## config.mk

```make
export PLATFORM = sky130hd
export DESIGN_NAME = fb_scan_top
export DESIGN_NICKNAME = d
export VERILOG_FILES = /design/src/rtl/fb_scan_pkg.sv /design/src/rtl/fb_regs.sv /design/src/rtl/fb_addr_gen.sv /design/src/rtl/fb_pix_unpack.sv /design/src/rtl/fb_scan_top.sv
export SDC_FILE = /design/constraint.sdc
export NUM_CORES = 1
export LEC_CHECK = 0
export CORE_MARGIN = 2
export CORE_UTILIZATION = 55
export DETAILED_ROUTE_END_ITERATION = 10
export DONT_BUFFER_PORTS = 1
export GPL_TIMING_DRIVEN = 0
export HOLD_SLACK_MARGIN = 0.08
export PLACE_DENSITY = 0.7
export SLEW_MARGIN = 20
export SYNTH_ARGS = -nofsm -noshare
export SYNTH_HDL_FRONTEND = slang
export SYNTH_SLANG_ARGS = --single-unit
```

## constraint.sdc

```tcl
create_clock -name clk -period 3.5 [get_ports clk]
set_input_delay 0.525 -clock clk [delete_from_list [all_inputs] [get_ports clk]]
set_output_delay 0.525 -clock clk [all_outputs]
set_load 0.02 [all_outputs]
```

## src/rtl/fb_scan_pkg.sv

```systemverilog
package fb_scan_pkg;
    localparam int WORD_W      = 32;
    localparam int CTRL_EN_BIT = 0;
    localparam int CTRL_RT_BIT = 1;
    localparam int CTRL_IDX    = 1;
    localparam int CHAN_W      = 8;

    typedef struct packed {
        logic [CHAN_W-1:0] red;
        logic [CHAN_W-1:0] green;
        logic [CHAN_W-1:0] blue;
    } rgb_t;
endpackage

```

## src/rtl/fb_regs.sv

```systemverilog
module fb_regs
    import fb_scan_pkg::*;
#(
    parameter int ADDR_W = 32,
    parameter int KEEP   = 11,
    parameter int OFF_W  = 3
) (
    input  logic              clk,
    input  logic              rst_n,
    input  logic              byte_mode,
    input  logic              wr,
    input  logic [OFF_W-1:0]  off,
    input  logic [ADDR_W-1:0] wdata,
    output logic [ADDR_W-1:0] rdata,
    output logic [ADDR_W-1:0] base_addr,
    output logic              en,
    output logic              rot
);
    localparam int LOW = ADDR_W - KEEP;

    typedef struct packed {
        logic [KEEP-1:0] base;
        logic [1:0]      ctrl;
    } reg_st_t;

    reg_st_t st_d, st_q;
    logic    base_hit, ctrl_hit;

    always_comb begin
        base_hit = (off == '0);
        ctrl_hit = (off == (byte_mode ? OFF_W'(CTRL_IDX << 2) : OFF_W'(CTRL_IDX)));
        st_d = st_q;
        if (wr && base_hit) st_d.base = wdata[ADDR_W-1:LOW];
        if (wr && ctrl_hit) st_d.ctrl = wdata[1:0];
        if (base_hit)      rdata = {st_q.base, {LOW{1'b0}}};
        else if (ctrl_hit) rdata = ADDR_W'(st_q.ctrl);
        else               rdata = '0;
    end

    always_ff @(posedge clk or negedge rst_n) begin
        if (!rst_n) st_q <= '0;
        else        st_q <= st_d;
    end

    assign base_addr = {st_q.base, {LOW{1'b0}}};
    assign en        = st_q.ctrl[CTRL_EN_BIT];
    assign rot       = st_q.ctrl[CTRL_RT_BIT];

    assert_base_keep_R2: assert property (@(posedge clk) disable iff (!rst_n)
        (wr && off == '0) |=> (base_addr == {$past(wdata[ADDR_W-1:LOW]), {LOW{1'b0}}}));

    assert_ctrl_write_R3: assert property (@(posedge clk) disable iff (!rst_n)
        (wr && ctrl_hit) |=> ({rot, en} == $past(wdata[1:0])));

    assert_stray_write_R3: assert property (@(posedge clk) disable iff (!rst_n)
        (wr && !ctrl_hit && off != '0) |=> ($stable(base_addr) && $stable(en) && $stable(rot)));
endmodule

```

## src/rtl/fb_addr_gen.sv

```systemverilog
module fb_addr_gen #(
    parameter int ADDR_W    = 32,
    parameter int H_ACTIVE  = 640,
    parameter int V_ACTIVE  = 480,
    parameter int ROW_WORDS = 1024
) (
    input  logic              clk,
    input  logic              rst_n,
    input  logic              en,
    input  logic              rot_in,
    input  logic [ADDR_W-1:0] base_in,
    input  logic              sof,
    output logic              req_valid,
    input  logic              req_ready,
    output logic [ADDR_W-1:0] req_addr
);
    localparam int X_W    = (H_ACTIVE > 1) ? $clog2(H_ACTIVE) : 1;
    localparam int Y_W    = (V_ACTIVE > 1) ? $clog2(V_ACTIVE) : 1;
    localparam int ROW_SH = $clog2(ROW_WORDS);
    localparam logic [X_W-1:0] XMAX = X_W'(H_ACTIVE - 1);
    localparam logic [Y_W-1:0] YMAX = Y_W'(V_ACTIVE - 1);

    typedef struct packed {
        logic              active;
        logic              rot;
        logic [ADDR_W-1:0] base;
        logic [X_W-1:0]    x;
        logic [Y_W-1:0]    y;
    } scan_st_t;

    scan_st_t         st_d, st_q;
    logic             accept, last;
    logic [ADDR_W-1:0] word_off;

    always_comb begin
        accept = req_valid && req_ready;
        last   = st_q.rot ? (st_q.x == '0 && st_q.y == '0)
                          : (st_q.x == XMAX && st_q.y == YMAX);
        st_d = st_q;
        if (!en) begin
            st_d.active = 1'b0;
        end else if (sof) begin
            st_d.active = 1'b1;
            st_d.base   = base_in;
            st_d.rot    = rot_in;
            st_d.x      = rot_in ? XMAX : '0;
            st_d.y      = rot_in ? YMAX : '0;
        end else if (accept) begin
            if (last) begin
                st_d.active = 1'b0;
            end else if (!st_q.rot) begin
                if (st_q.x == XMAX) begin
                    st_d.x = '0;
                    st_d.y = st_q.y + 1'b1;
                end else begin
                    st_d.x = st_q.x + 1'b1;
                end
            end else begin
                if (st_q.x == '0) begin
                    st_d.x = XMAX;
                    st_d.y = st_q.y - 1'b1;
                end else begin
                    st_d.x = st_q.x - 1'b1;
                end
            end
        end
    end

    always_ff @(posedge clk or negedge rst_n) begin
        if (!rst_n) st_q <= '0;
        else        st_q <= st_d;
    end

    assign word_off  = (ADDR_W'(st_q.y) << ROW_SH) + ADDR_W'(st_q.x);
    assign req_addr  = st_q.base + (word_off << 2);
    assign req_valid = st_q.active && en;

    assert_hold_R8: assert property (@(posedge clk) disable iff (!rst_n)
        (req_valid && !req_ready && !sof && en) |=> (!en || (req_valid && $stable(req_addr))));

    assert_step_R8: assert property (@(posedge clk) disable iff (!rst_n)
        (req_valid && req_ready && !sof) |=> (!req_valid || !$stable(req_addr)));

    assert_word_align_R5: assert property (@(posedge clk) disable iff (!rst_n)
        req_valid |-> (req_addr[1:0] == 2'b00));

    assert_quiet_R4: assert property (@(posedge clk) disable iff (!rst_n)
        !en |-> !req_valid);
endmodule

```

## src/rtl/fb_pix_unpack.sv

```systemverilog
module fb_pix_unpack
    import fb_scan_pkg::*;
(
    input  logic              clk,
    input  logic              rst_n,
    input  logic              en,
    input  logic              rsp_valid,
    input  logic [WORD_W-1:0] rsp_data,
    output logic              pix_valid,
    output rgb_t              pix
);
    typedef struct packed {
        logic vld;
        rgb_t col;
    } pix_st_t;

    pix_st_t st_d, st_q;

    always_comb begin
        st_d = '0;
        if (en && rsp_valid) begin
            st_d.vld       = 1'b1;
            st_d.col.red   = rsp_data[23:16];
            st_d.col.green = rsp_data[15:8];
            st_d.col.blue  = rsp_data[7:0];
        end
    end

    always_ff @(posedge clk or negedge rst_n) begin
        if (!rst_n) st_q <= '0;
        else        st_q <= st_d;
    end

    assign pix_valid = st_q.vld;
    assign pix       = st_q.col;

    assert_dark_R4: assert property (@(posedge clk) disable iff (!rst_n)
        !en |=> (!pix_valid && pix == '0));

    assert_latency_R9: assert property (@(posedge clk) disable iff (!rst_n)
        (en && rsp_valid) |=> (pix_valid && pix.blue == $past(rsp_data[7:0])));
endmodule

```

## src/rtl/fb_scan_top.sv

```systemverilog
module fb_scan_top
    import fb_scan_pkg::*;
#(
    parameter int H_ACTIVE  = 640,
    parameter int V_ACTIVE  = 480,
    parameter int ROW_WORDS = 1024,
    parameter int BASE_KEEP = 11
) (
    input  logic        clk,
    input  logic        rst_n,
    input  logic        byte_mode,
    input  logic        reg_wr,
    input  logic [2:0]  reg_off,
    input  logic [31:0] reg_wdata,
    output logic [31:0] reg_rdata,
    input  logic        sof,
    output logic        req_valid,
    input  logic        req_ready,
    output logic [31:0] req_addr,
    input  logic        rsp_valid,
    input  logic [31:0] rsp_data,
    output logic        pix_valid,
    output logic [7:0]  pix_red,
    output logic [7:0]  pix_green,
    output logic [7:0]  pix_blue
);
    logic [WORD_W-1:0] base_addr;
    logic              en, rot;
    rgb_t              pix;

    fb_regs #(.ADDR_W(WORD_W), .KEEP(BASE_KEEP), .OFF_W(3)) u_regs (
        .clk(clk), .rst_n(rst_n), .byte_mode(byte_mode), .wr(reg_wr),
        .off(reg_off), .wdata(reg_wdata), .rdata(reg_rdata),
        .base_addr(base_addr), .en(en), .rot(rot)
    );

    fb_addr_gen #(.ADDR_W(WORD_W), .H_ACTIVE(H_ACTIVE), .V_ACTIVE(V_ACTIVE),
                  .ROW_WORDS(ROW_WORDS)) u_addr (
        .clk(clk), .rst_n(rst_n), .en(en), .rot_in(rot), .base_in(base_addr),
        .sof(sof), .req_valid(req_valid), .req_ready(req_ready), .req_addr(req_addr)
    );

    fb_pix_unpack u_pix (
        .clk(clk), .rst_n(rst_n), .en(en), .rsp_valid(rsp_valid),
        .rsp_data(rsp_data), .pix_valid(pix_valid), .pix(pix)
    );

    assign pix_red   = pix.red;
    assign pix_green = pix.green;
    assign pix_blue  = pix.blue;
endmodule

```

==> tab_implementation.tex, run 1 <==
\begin{tabular}{lr}
\hline
Metric & Value \\
\hline
\multicolumn{2}{l}{\textbf{Route}} \\
Post-detailed-route count of antenna-violating nets & 0 \\
Avg WL per Cell & between 15 and 20 µm \\
Uppermost layer routed & met4 \\
Detail-routed via count per cell & 5.61 \\
Detailed-router iteration count before antenna repair & 5 \\
Total wire length & 9050 µm \\
Total length of routed met3 wires & 842 µm \\
Total met2 wirelength after detailed routing & 4390 µm \\
Routed via count & 3100 \\
Number of violations reported at the end of detailed-routing iteration 0 & 240 \\
Routed metal-1 wire length & 3690 µm \\
Post-route DRC & 0 \\
\multicolumn{2}{l}{\textbf{Synth}} \\
Summed instance area of the synthesized netlist & 0.00397 mm² \\
Share of async-settable or async-resettable flops after synthesis & 100\% \\
Count of flip-flops with a built-in enable after synthesis & 0 \\
Warnings from Yosys & 0 \\
Number of instances in the synthesized netlist & 419 \\
Share of the yosys chip area belonging to registers & 44.1\% \\
Count of different cell masters after synthesis & 55 \\
Flip-flop and latch count after synthesis & 70 \\
Dominant synthesized flop cell & dfrtp\_1 \\
Post-Syn Area per Cell & 9.48 µm² \\
\multicolumn{2}{l}{\textbf{Placed design}} \\
Port Buf Inserts & 0 \\
Post-place instance area & 0.00417 mm² \\
Post-DP HPWL & 6450 µm \\
Gp weighted congestion & 0.908 \\
Worst Setup Slack post-DPL & 629 ps \\
\multicolumn{2}{l}{\textbf{STA}} \\
Rel. slew slack & 34.7\% \\
Transition time of the tightest slew-check pin & 971 ps \\
Final Max Slew Viols & 0 \\
Clock period minus final worst setup slack & about 2900 ps \\
Total negative slack for setup checks & 0 ps \\
Number of hold violations in the final report & 0 \\
Final setup vio count & 0 \\
Worst setup skew after layout & 10.4 ps \\
Upper clock frequency limit & 342 MHz \\
Minimum setup slack in the final design & 575 ps \\
Final cycle utilization of the critical path & 83.6\% \\
Setup repair after global routing missed its margin & no \\
\multicolumn{2}{l}{\textbf{Floorplanning}} \\
Total number of placement rows & 30 \\
Floorplan die area & 0.00792 mm² \\
Total core area & 0.00691 mm² \\
Horiz. Die Dim & between 80 and 90 µm \\
DIE HEIGHT & 89.0 µm \\
I/O Pins & about 160 \\
Starting Density & 57.5\% \\
\multicolumn{2}{l}{\textbf{Worst hold path}} \\
Worst Hold Depth & 1 \\
Worst min path class & input pin to flip-flop \\
\multicolumn{2}{l}{\textbf{Power}} \\
Leakage power total & approximately 2.2 nW \\
Peak VDD IR & 0.000405 V \\
Power after layout & 3.65 mW \\
Power density over cell area & 824 mW/mm² \\
\multicolumn{2}{l}{\textbf{Clocking}} \\
Buffer cell driving the clock tree root & clkbuf\_8 \\
Clk pin slew, worst setup/hold paths & around 90 ps \\
TritonCTS clock tree & done \\
Inserted Clock Buffers & 9 \\
Later-pin clock latency in the skew report & 340 ps \\
Clock Path Buffers & 2 \\
Buffers inserted during post-CTS setup optimization & 0 \\
Maximum level of the CTS H-tree & 3 \\
Clock net sink count & 70 \\
\multicolumn{2}{l}{\textbf{GRT}} \\
Via count of the first global-routing pass & 2919 \\
Maximum number of pins on one net before global-route repair & slightly above 70 \\
First-pass GRT wire length & 14000 µm \\
Number of antenna violations at the first check in global routing & 0 \\
Global routing usage summed across all routing layers & 22.7\% \\
Residual overflow from global routing & 0 \\
\multicolumn{2}{l}{\textbf{Cells and area}} \\
Filler cells & 617 \\
Combined area of the multi-input logic cells & 0.00180 mm² \\
Layout overhead on the synthesized area & 11.6\% \\
Utilization after layout & 64.2\% \\
Final Cell Area & $\sim$0.0044 mm² \\
Area taken by flip-flops and latches & between 0.0015 and 0.002 mm² \\
Fraction of layout cells with a size suffix above 1 & 20.8\% \\
Net count, final & 536 \\
Antenna Diode Count & 0 \\
\multicolumn{2}{l}{\textbf{Setup path}} \\
Worst-path maximum fanout & 9 \\
Type of the worst setup path & flip-flop to flip-flop \\
Startpoint types & flip-flop \\
Data arrival time of the critical path & 3110 ps \\
Endpoint type of the worst setup path & flip-flop \\
Count of cells along the worst register-to-register path & 8 \\
Data required time of the critical path & roughly 3700 ps \\
\multicolumn{2}{l}{\textbf{Flow run}} \\
Number of violations of the max-capacitance limit & 0 \\
\multicolumn{2}{l}{\textbf{Status}} \\
Run status & finished clean \\
\hline
\end{tabular}
cells by family after synthesis:
family | share of synthesized area, %
AO/OA/AOI/OAI | 12.7
XOR/XNOR | 1.32
adder cells (fa/ha/maj) | 3.34
buffers and inverters | 12.5
flip-flops | 44.1
multiplexers | 5.07
other | 0.0944
AND/OR/NAND/NOR | 20.8
critical path, stage by stage (launching register included):
cell,delay (ps)
dfrtp_1,480
inv_1,120
ha_1,210
nor4b_2,640
and3_1,290
nand4_2,140
a21o_1,350
o21ai_0,340
o21ai_0,210
where the power goes:
group          internal, mW  switching [mW]  leakage, nW  total, mW
Clock                 0.410           0.335        0.111      0.745
Combinational         0.669           0.923         1.17       1.59
Sequential             1.03           0.280        0.888       1.31
stage by stage:
stage                     std cells  hold WS (ps)
after CTS                       553           321
after floorplan                 439           229
final                           553           323
after global placement          535           232
after global routing            553           310
after detailed placement        535           232
path summary, 6_finish.rpt:
check                                     start  slack, ps                    to
min in group asynchronous                 rst_n        750       u_addr.st_q[12]
max in group asynchronous                 rst_n       2480         u_pix.pix[10]
worst min register to register  u_addr.st_q[45]        480       u_addr.st_q[45]
worst max-delay path             u_addr.st_q[9]        570       u_addr.st_q[12]
worst max register to register   u_addr.st_q[9]        570       u_addr.st_q[12]
worst min-delay path              reg_wdata[24]        320  u_regs.base_addr[24]
layout by cell type (no fill, tap or decap), types with 16 or more instances in the layout:
cell type	n
nand2_1	55
nor2_1	18
clkbuf_1	16
dfrtp_1	70
and3_1	26
mux2_2	17
conb_1	21
o21ai_0	21
and2_1	21
buf_4	52
routing by layer:
layer	vias to the layer above	GRT usage [%]
met4	0	5.97
li1	1459	-
met1	1480	30.2
met5	-	0
met3	16	7.48
met2	145	36.2
cell usage after synthesis, types with 4 or more instances:
| cell type | instances | area [µm²] |
|---|---|---|
| o31ai_1 | 4 | 30.0 |
| nand3_1 | 4 | 20.0 |
| buf_4 | 52 | 390 |
| a22oi_1 | 5 | 37.5 |
| and2_1 | 21 | 131 |
| a221oi_1 | 4 | 35.0 |
| ha_1 | 9 | 113 |
| nor2_1 | 18 | 67.6 |
| a31oi_1 | 6 | 37.5 |
| nor3_1 | 12 | 60.1 |
| nand2_1 | 55 | 206 |
| dfrtp_1 | 70 | 1750 |
| o21ai_0 | 21 | 105 |
| xor2_1 | 4 | 35.0 |
| and3_1 | 26 | 163 |
| inv_1 | 7 | 26.3 |
| a21oi_1 | 14 | 70.1 |
| clkbuf_1 | 16 | 60.1 |
| mux2_2 | 17 | 191 |
| o22ai_1 | 4 | 25.0 |
sequential cells by signal, summed over array words and instances (netlist names):
signal            flops
u_addr.st_q          32
u_pix.pix            24
u_pix.pix_valid       1
u_regs.base_addr     11
u_regs.en             1
u_regs.rot            1
final cells by class:
cell class	instances	area share (%)
Buffer	71	10.6
Sequential cell	70	39.5
Multi-Input combinational cell	291	40.6
Clock buffer	9	2.80
Tap cell	96	2.71
Clock inverter	7	2.32
Inverter	7	0.593
Timing Repair Buffer	2	0.847
repair_timing:
| action | CTS | global route |
|---|---|---|
| resized for setup | 0 | 0 |
| hold endpoints to repair | 70 | 0 |
| endpoints found under the setup margin | 0 | 0 |
| hold buffers | 2 | 0 |
(Power assumes the default switching activity.)
==> run 2: changes to the inputs <==
- PLACE_DENSITY: 0.7 -> 0.73
- clock period: 3.5 -> 2.4 ns (I/O delays scaled with it)
==> run 2 against run 1 <==
Net effect:
- sequential power is 47% higher
- clock skew shrank 0.74 ps
- clock power rose by 32%
- combinational power is 65% higher
- fmax rose by 25%
- critical path type unchanged
- critical endpoint is now u_addr.st_q[8]
- largest power group unchanged
- highest routed layer unchanged
==> tab_implementation.tex, run 2 (synthesized netlist as in run 1, its figures left out) <==
\begin{tabular}{lr}
\hline
Metric & Value \\
\hline
\multicolumn{2}{l}{\textbf{Status}} \\
Run status & finished clean \\
\multicolumn{2}{l}{\textbf{Clocking}} \\
Clock net sink count & 70 (unchanged) \\
Buffer cell driving the clock tree root & clkbuf\_8 \\
Clock Path Buffers & 2 (unchanged) \\
Maximum level of the CTS H-tree & 3 (unchanged) \\
Clk pin slew, worst setup/hold paths & 80 ps (about the same) \\
Later-pin clock latency in the skew report & 340 ps (about the same) \\
TritonCTS clock tree & done \\
Inserted Clock Buffers & 9 (unchanged) \\
\multicolumn{2}{l}{\textbf{STA}} \\
Final cycle utilization of the critical path & 97.9\% (+14 points) \\
Worst setup skew after layout & 9.62 ps (-0.739 ps) \\
Rel. slew slack & 50.6\% (+16 points) \\
Number of hold violations in the final report & 0 (unchanged) \\
Total negative slack for setup checks & 0 ps (unchanged) \\
Clock period minus final worst setup slack & 2350 ps (-576 ps) \\
Upper clock frequency limit & 426 MHz (+25\%) \\
Final Max Slew Viols & 0 (unchanged) \\
Transition time of the tightest slew-check pin & 731 ps (-240 ps) \\
Worst hold slack & 165 ps (-158 ps) \\
Final setup vio count & 0 (unchanged) \\
\multicolumn{2}{l}{\textbf{GRT}} \\
Residual overflow from global routing & 0 (unchanged) \\
First-pass GRT wire length & 14300 µm (+2.1\%) \\
Maximum number of pins on one net before global-route repair & 71 (unchanged) \\
Global routing usage summed across all routing layers & 23.7\% (+0.97 points) \\
Number of antenna violations at the first check in global routing & 0 (unchanged) \\
Via count of the first global-routing pass & 2876 (-1.5\%) \\
\multicolumn{2}{l}{\textbf{Setup path}} \\
Max incr delay on CP & 540 ps (-100 ps) \\
Count of cells along the worst register-to-register path & 7 (-1) \\
Type of the worst setup path & flip-flop to flip-flop \\
Data arrival time of the critical path & 2580 ps (-530 ps) \\
Launching point of the worst reg2reg path & u\_addr.st\_q[9] \\
Worst reg2reg path endpoint & u\_addr.st\_q[8] \\
Worst-path maximum fanout & 5 (-4) \\
Internal reg-to-reg setup slack & 50 ps (-520 ps) \\
CP bufs+invs & 0 (-1) \\
Largest delay contributor family on the critical path & simple AND/OR/NAND/NOR gates \\
Data required time of the critical path & 2630 ps (-1060 ps) \\
Cell-by-cell trace of the critical path & ha\_4, nand4\_1, or4\_4, a21boi\_4, a31oi\_4, or4\_1, and3\_1 \\
Startpoint types & flip-flop \\
Endpoint type of the worst setup path & flip-flop \\
Critical-path cell with the highest stage delay & or4\_4 \\
\multicolumn{2}{l}{\textbf{Floorplanning}} \\
DIE HEIGHT & 89.0 µm (unchanged) \\
Starting Density & 57.5\% (unchanged) \\
Total number of placement rows & 30 (unchanged) \\
I/O Pins & 164 (unchanged) \\
Horiz. Die Dim & 89.0 µm (unchanged) \\
Total core area & 0.00691 mm² (unchanged) \\
Floorplan die area & 0.00792 mm² (unchanged) \\
\multicolumn{2}{l}{\textbf{Route}} \\
Total wire length & 9540 µm (+5.5\%) \\
Routed via count & 3186 (+2.8\%) \\
Number of violations reported at the end of detailed-routing iteration 0 & 186 (-23\%) \\
Post-route DRC & 0 (unchanged) \\
Post-detailed-route count of antenna-violating nets & 0 (unchanged) \\
Detail-routed via count per cell & 5.57 (-0.64\%) \\
Avg WL per Cell & 16.7 µm (+2.0\%) \\
Detailed-router iteration count before antenna repair & 4 (-1) \\
\multicolumn{2}{l}{\textbf{Cells and area}} \\
Net count, final & 555 (+3.5\%) \\
Fraction of layout cells with a size suffix above 1 & 28.2\% (+7.4 points) \\
Layout overhead on the synthesized area & 18.1\% \\
Antenna Diode Count & 0 (unchanged) \\
Final Cell Area & 0.00469 mm² (+5.9\%) \\
Filler cells & 577 (-6.5\%) \\
Most frequent cells in the layout & buf\_4 (69), dfrtp\_1 (65), nand2\_1 (55), and3\_1 (25) \\
Number of flip-flops under the largest register name & 32 (unchanged) \\
Register with the highest flop count & u\_addr.st\_q \\
Most common library cell in the layout ignoring fill and taps & buf\_4 \\
\multicolumn{2}{l}{\textbf{Worst hold path}} \\
Worst min path class & input pin to flip-flop \\
Source of the worst hold timing path & rsp\_data[7] \\
Worst Hold Depth & 1 (unchanged) \\
Worst Hold Path EP & u\_pix.pix[7] \\
\multicolumn{2}{l}{\textbf{Placed design}} \\
Post-DP HPWL & 6480 µm (+0.42\%) \\
Port Buf Inserts & 0 (unchanged) \\
Post-place instance area & 0.00417 mm² (unchanged) \\
Gp weighted congestion & 1.01 (+11\%) \\
\multicolumn{2}{l}{\textbf{Flow run}} \\
Number of violations of the max-capacitance limit & 0 (unchanged) \\
\multicolumn{2}{l}{\textbf{Power}} \\
Power density over cell area & 1180 mW/mm² (+43\%) \\
Peak VDD IR & 0.000610 V (+51\%) \\
Leakage power total & 2.28 nW (+4.7\%) \\
\hline
\end{tabular}
==> run 2: stage by stage <==
step	power (mW)	instances	worst slack [ps]	utilization, %
after floorplan	3.79	439	22.2	-
after global placement	4.14	535	-476	60.3
after detailed placement	4.22	535	-511	60.3
after CTS	5.36	561	-27.4	65.6
after global routing	5.92	572	-25.7	68.0
final	5.54	572	50.6	68.0
==> run 2: worst reg2reg max path, delay by kind of cell, from the launching register on <==
| kind | cells | cell delay, ps |
|---|---|---|
| AOI/OAI and AO/OA | 2 | 340 |
| DFF | 1 | 430 |
| and+or+nand+nor | 4 | 1320 |
| adders and majority gates | 1 | 150 |
==> run 2: report_power, final <==
part	internal, mW	total, mW	switching [mW]
clock network	0.516	0.987	0.471
registers	1.52	1.93	0.415
logic	1.14	2.62	1.48
==> run 2: layer usage <==
layer	up-vias	GRT usage, %	wire length [µm]	share of wire, %
met5	-	0	0	0
met4	0	9.50	172	1.8
met3	12	5.26	643	6.7
met2	135	36.8	4740	50
met1	1533	32.5	3990	42
li1	1506	-	-	-
==> run 2: layout make-up <==
class / count / area, µm² / share of cell area (%)
buffer: 71 / 477 / 10.2
sequential: 70 / 1760 / 37.5
clock inverter: 6 / 68.8 / 1.47
inverter: 7 / 26.3 / 0.560
clock buffer: 10 / 138 / 2.93
tap: 96 / 120 / 2.56
timing repair buffer: 21 / 178 / 3.79
multi-input combinational: 291 / 1930 / 41.1
==> run 2: repair_timing <==
action	in CTS	in global routing
buffers inserted	8	11
pin swaps	6	6
endpoints found under the hold margin	70	0
setup endpoints to repair	20	16
hold buffers	2	0
resized for setup	15	18
==> run 2: worst max path at each step <==
| stage | to | startpoint | depth (start not counted) |
|---|---|---|---|
| finish | u_addr.st_q[8] | u_addr.st_q[9] | 7 |
| global route | u_addr.st_q[8] | u_addr.st_q[9] | 7 |
| CTS | u_addr.st_q[17] | u_addr.st_q[9] | 8 |
| detailed placement | u_addr.st_q[12] | u_addr.st_q[9] | 8 |
| global placement | u_addr.st_q[12] | u_addr.st_q[9] | 8 |
| floorplan | u_addr.st_q[4] | u_addr.st_q[9] | 8 |
==> run 3: changes to the inputs <==
- PLACE_DENSITY: 0.73 -> 0.81
==> run 3 against run 2 <==
Net effect:
- the flow now finishes with violations (negative setup slack)
- register-to-register slack lost 100 ps
- hold slack worse by 6.3 ps
- sequential power barely moved
- non-clock buffer count fell by 3
- largest cell class unchanged
- largest power group unchanged
==> tab_implementation.tex, run 3 (synthesized netlist as in run 1, its figures left out) <==
\begin{tabular}{lr}
\hline
Metric & Value \\
\hline
\multicolumn{2}{l}{\textbf{Placed design}} \\
Port Buf Inserts & 0 (unchanged) \\
Worst Setup Slack post-DPL & -500 ps (+11.3 ps) \\
Post-DP HPWL & 6720 µm (+3.8\%) \\
Post-place instance area & 0.00417 mm² (unchanged) \\
Gp weighted congestion & 0.884 (-12\%) \\
\multicolumn{2}{l}{\textbf{STA}} \\
Transition time of the tightest slew-check pin & 787 ps (+56.0 ps) \\
Worst setup skew after layout & 8.19 ps (-1.43 ps) \\
Upper clock frequency limit & 408 MHz (-4.2\%) \\
Setup repair after global routing missed its margin & yes \\
Clock period minus final worst setup slack & 2450 ps (+104 ps) \\
Number of hold violations in the final report & 0 (unchanged) \\
Minimum setup slack in the final design & -53.4 ps (-104 ps) \\
Final Max Slew Viols & 0 (unchanged) \\
Final cycle utilization of the critical path & 102\% (+4.3 points) \\
Rel. slew slack & 47.3\% (-3.3 points) \\
Final setup vio count & 1 (+1) \\
\multicolumn{2}{l}{\textbf{Cells and area}} \\
Final Cell Area & 0.00467 mm² (-0.51\%) \\
Net count, final & 552 (-0.54\%) \\
Most common library cell in the layout ignoring fill and taps & buf\_4 \\
Layout overhead on the synthesized area & 17.5\% \\
Combined area of the multi-input logic cells & 0.00193 mm² (+0.19\%) \\
Filler cells & 553 (-4.2\%) \\
Antenna Diode Count & 0 (unchanged) \\
Number of flip-flops under the largest register name & 32 (unchanged) \\
Most frequent cells in the layout & buf\_4 (67), dfrtp\_1 (64), nand2\_1 (55), and3\_1 (25) \\
Register with the highest flop count & u\_addr.st\_q \\
Fraction of layout cells with a size suffix above 1 & 27.7\% (-0.46 points) \\
Area taken by flip-flops and latches & 0.00176 mm² (about the same) \\
\multicolumn{2}{l}{\textbf{Route}} \\
Number of violations reported at the end of detailed-routing iteration 0 & 268 (+44\%) \\
Detail-routed via count per cell & 5.76 (+3.5\%) \\
Post-route DRC & 0 (unchanged) \\
Routed via count & 3279 (+2.9\%) \\
Total wire length & 9850 µm (+3.2\%) \\
Avg WL per Cell & 17.3 µm (+3.8\%) \\
Post-detailed-route count of antenna-violating nets & 0 (unchanged) \\
Detailed-router iteration count before antenna repair & 5 (+1) \\
\multicolumn{2}{l}{\textbf{Floorplanning}} \\
Starting Density & 57.5\% (unchanged) \\
Total number of placement rows & 30 (unchanged) \\
Floorplan die area & 0.00792 mm² (unchanged) \\
DIE HEIGHT & 89.0 µm (unchanged) \\
Horiz. Die Dim & 89.0 µm (unchanged) \\
I/O Pins & 164 (unchanged) \\
Total core area & 0.00691 mm² (unchanged) \\
\multicolumn{2}{l}{\textbf{Power}} \\
Leakage power total & 2.25 nW (-1.2\%) \\
Peak VDD IR & 0.000519 V (-15\%) \\
Power density over cell area & 1190 mW/mm² (+0.97\%) \\
Power after layout & 5.56 mW (+0.46\%) \\
\multicolumn{2}{l}{\textbf{GRT}} \\
Global routing usage summed across all routing layers & 24.2\% (+0.54 points) \\
Residual overflow from global routing & 0 (unchanged) \\
First-pass GRT wire length & 14800 µm (+3.2\%) \\
Via count of the first global-routing pass & 3047 (+5.9\%) \\
Number of antenna violations at the first check in global routing & 0 (unchanged) \\
Maximum number of pins on one net before global-route repair & 71 (unchanged) \\
\multicolumn{2}{l}{\textbf{Status}} \\
Failing checks & negative setup slack \\
Run status & finished, violations left \\
\multicolumn{2}{l}{\textbf{Clocking}} \\
Clock Path Buffers & 2 (unchanged) \\
Inserted Clock Buffers & 9 (unchanged) \\
Clock net sink count & 70 (unchanged) \\
Clk pin slew, worst setup/hold paths & 80 ps (about the same) \\
Later-pin clock latency in the skew report & 350 ps (about the same) \\
Maximum level of the CTS H-tree & 3 (unchanged) \\
TritonCTS clock tree & done \\
Buffer cell driving the clock tree root & clkbuf\_8 \\
\multicolumn{2}{l}{\textbf{Setup path}} \\
Startpoint types & flip-flop \\
Worst-path maximum fanout & 4 (-1) \\
Data arrival time of the critical path & 2690 ps (+110 ps) \\
Data required time of the critical path & 2640 ps (about the same) \\
Type of the worst setup path & flip-flop to flip-flop \\
Endpoint type of the worst setup path & flip-flop \\
\multicolumn{2}{l}{\textbf{Flow run}} \\
Number of violations of the max-capacitance limit & 0 (unchanged) \\
\multicolumn{2}{l}{\textbf{Worst hold path}} \\
Worst min path class & input pin to flip-flop \\
\hline
\end{tabular}
-- run 3: changes by cell type in the layout (fill, tap and decap cells not counted), sizes merged --
cell	previous run	this run
clkinv	2	0
buf	75	72
clkinvlp	1	3
-- run 3: what timing repair did --
item,in CTS,in global routing
endpoints found under the setup margin,20,16
hold endpoints to repair,70,0
resized for setup,13,19
buffers inserted,8,8
hold buffers,2,0
pin swaps,5,5
-- run 3: final cells by class --
class	count	share of cell area [%]
tap	96	2.57
inverter	7	0.563
clock inverter	6	1.50
multi-input combinational	291	41.4
timing repair buffer	18	3.38
buffer	71	10.2
clock buffer	10	2.73
sequential	70	37.7
-- run 3: worst max-delay path, cell delays in order, from the launching register on --
cell and delay, ps:
dfrtp_2 430, ha_4 170, nand4_1 160, or4_4 550, a21boi_4 210, a31oi_4 130, or4_1 500, and3_1 200
-- run 3: path summary, 6_finish.rpt --
check                                startpoint              endpoint  slack, ps  cells after the start
worst max register to register   u_addr.st_q[9]        u_addr.st_q[8]        -50                      7
worst max-delay path             u_addr.st_q[9]        u_addr.st_q[8]        -50                      7
min in group asynchronous                 rst_n       u_addr.st_q[16]        560                      2
worst min register to register  u_addr.st_q[40]       u_addr.st_q[40]        480                      2
max in group asynchronous                 rst_n        u_addr.st_q[0]       1530                      2
worst min-delay path              reg_wdata[31]  u_regs.base_addr[31]        160                      1
-- run 3: power breakdown --
part / total, mW / switching (mW) / internal, mW
logic: 2.65 / 1.51 / 1.14
registers: 1.96 / 0.443 / 1.52
clock network: 0.955 / 0.468 / 0.487
-- run 3: through the flow --
step	hold WS, ps	cells	util (%)	TNS [ps]
after floorplan	64.4	439	-	0
after global placement	65.5	535	60.3	-7040
after detailed placement	65.2	535	60.3	-7090
after CTS	147	561	65.3	-2.72
after global routing	137	569	67.6	-87.1
final	158	569	67.6	-53.4
-- run 3: metal layers --
| layer | part of all wire, % | global-route usage, % | routed length, µm | vias up |
|---|---|---|---|---|
| li1 | - | - | - | 1500 |
| met4 | 1.7 | 7.60 | 172 | 0 |
| met2 | 52 | 41.2 | 5080 | 158 |
| met3 | 8.8 | 7.57 | 869 | 20 |
| met5 | 0 | 0 | 0 | - |
| met1 | 38 | 29.6 | 3730 | 1601 |
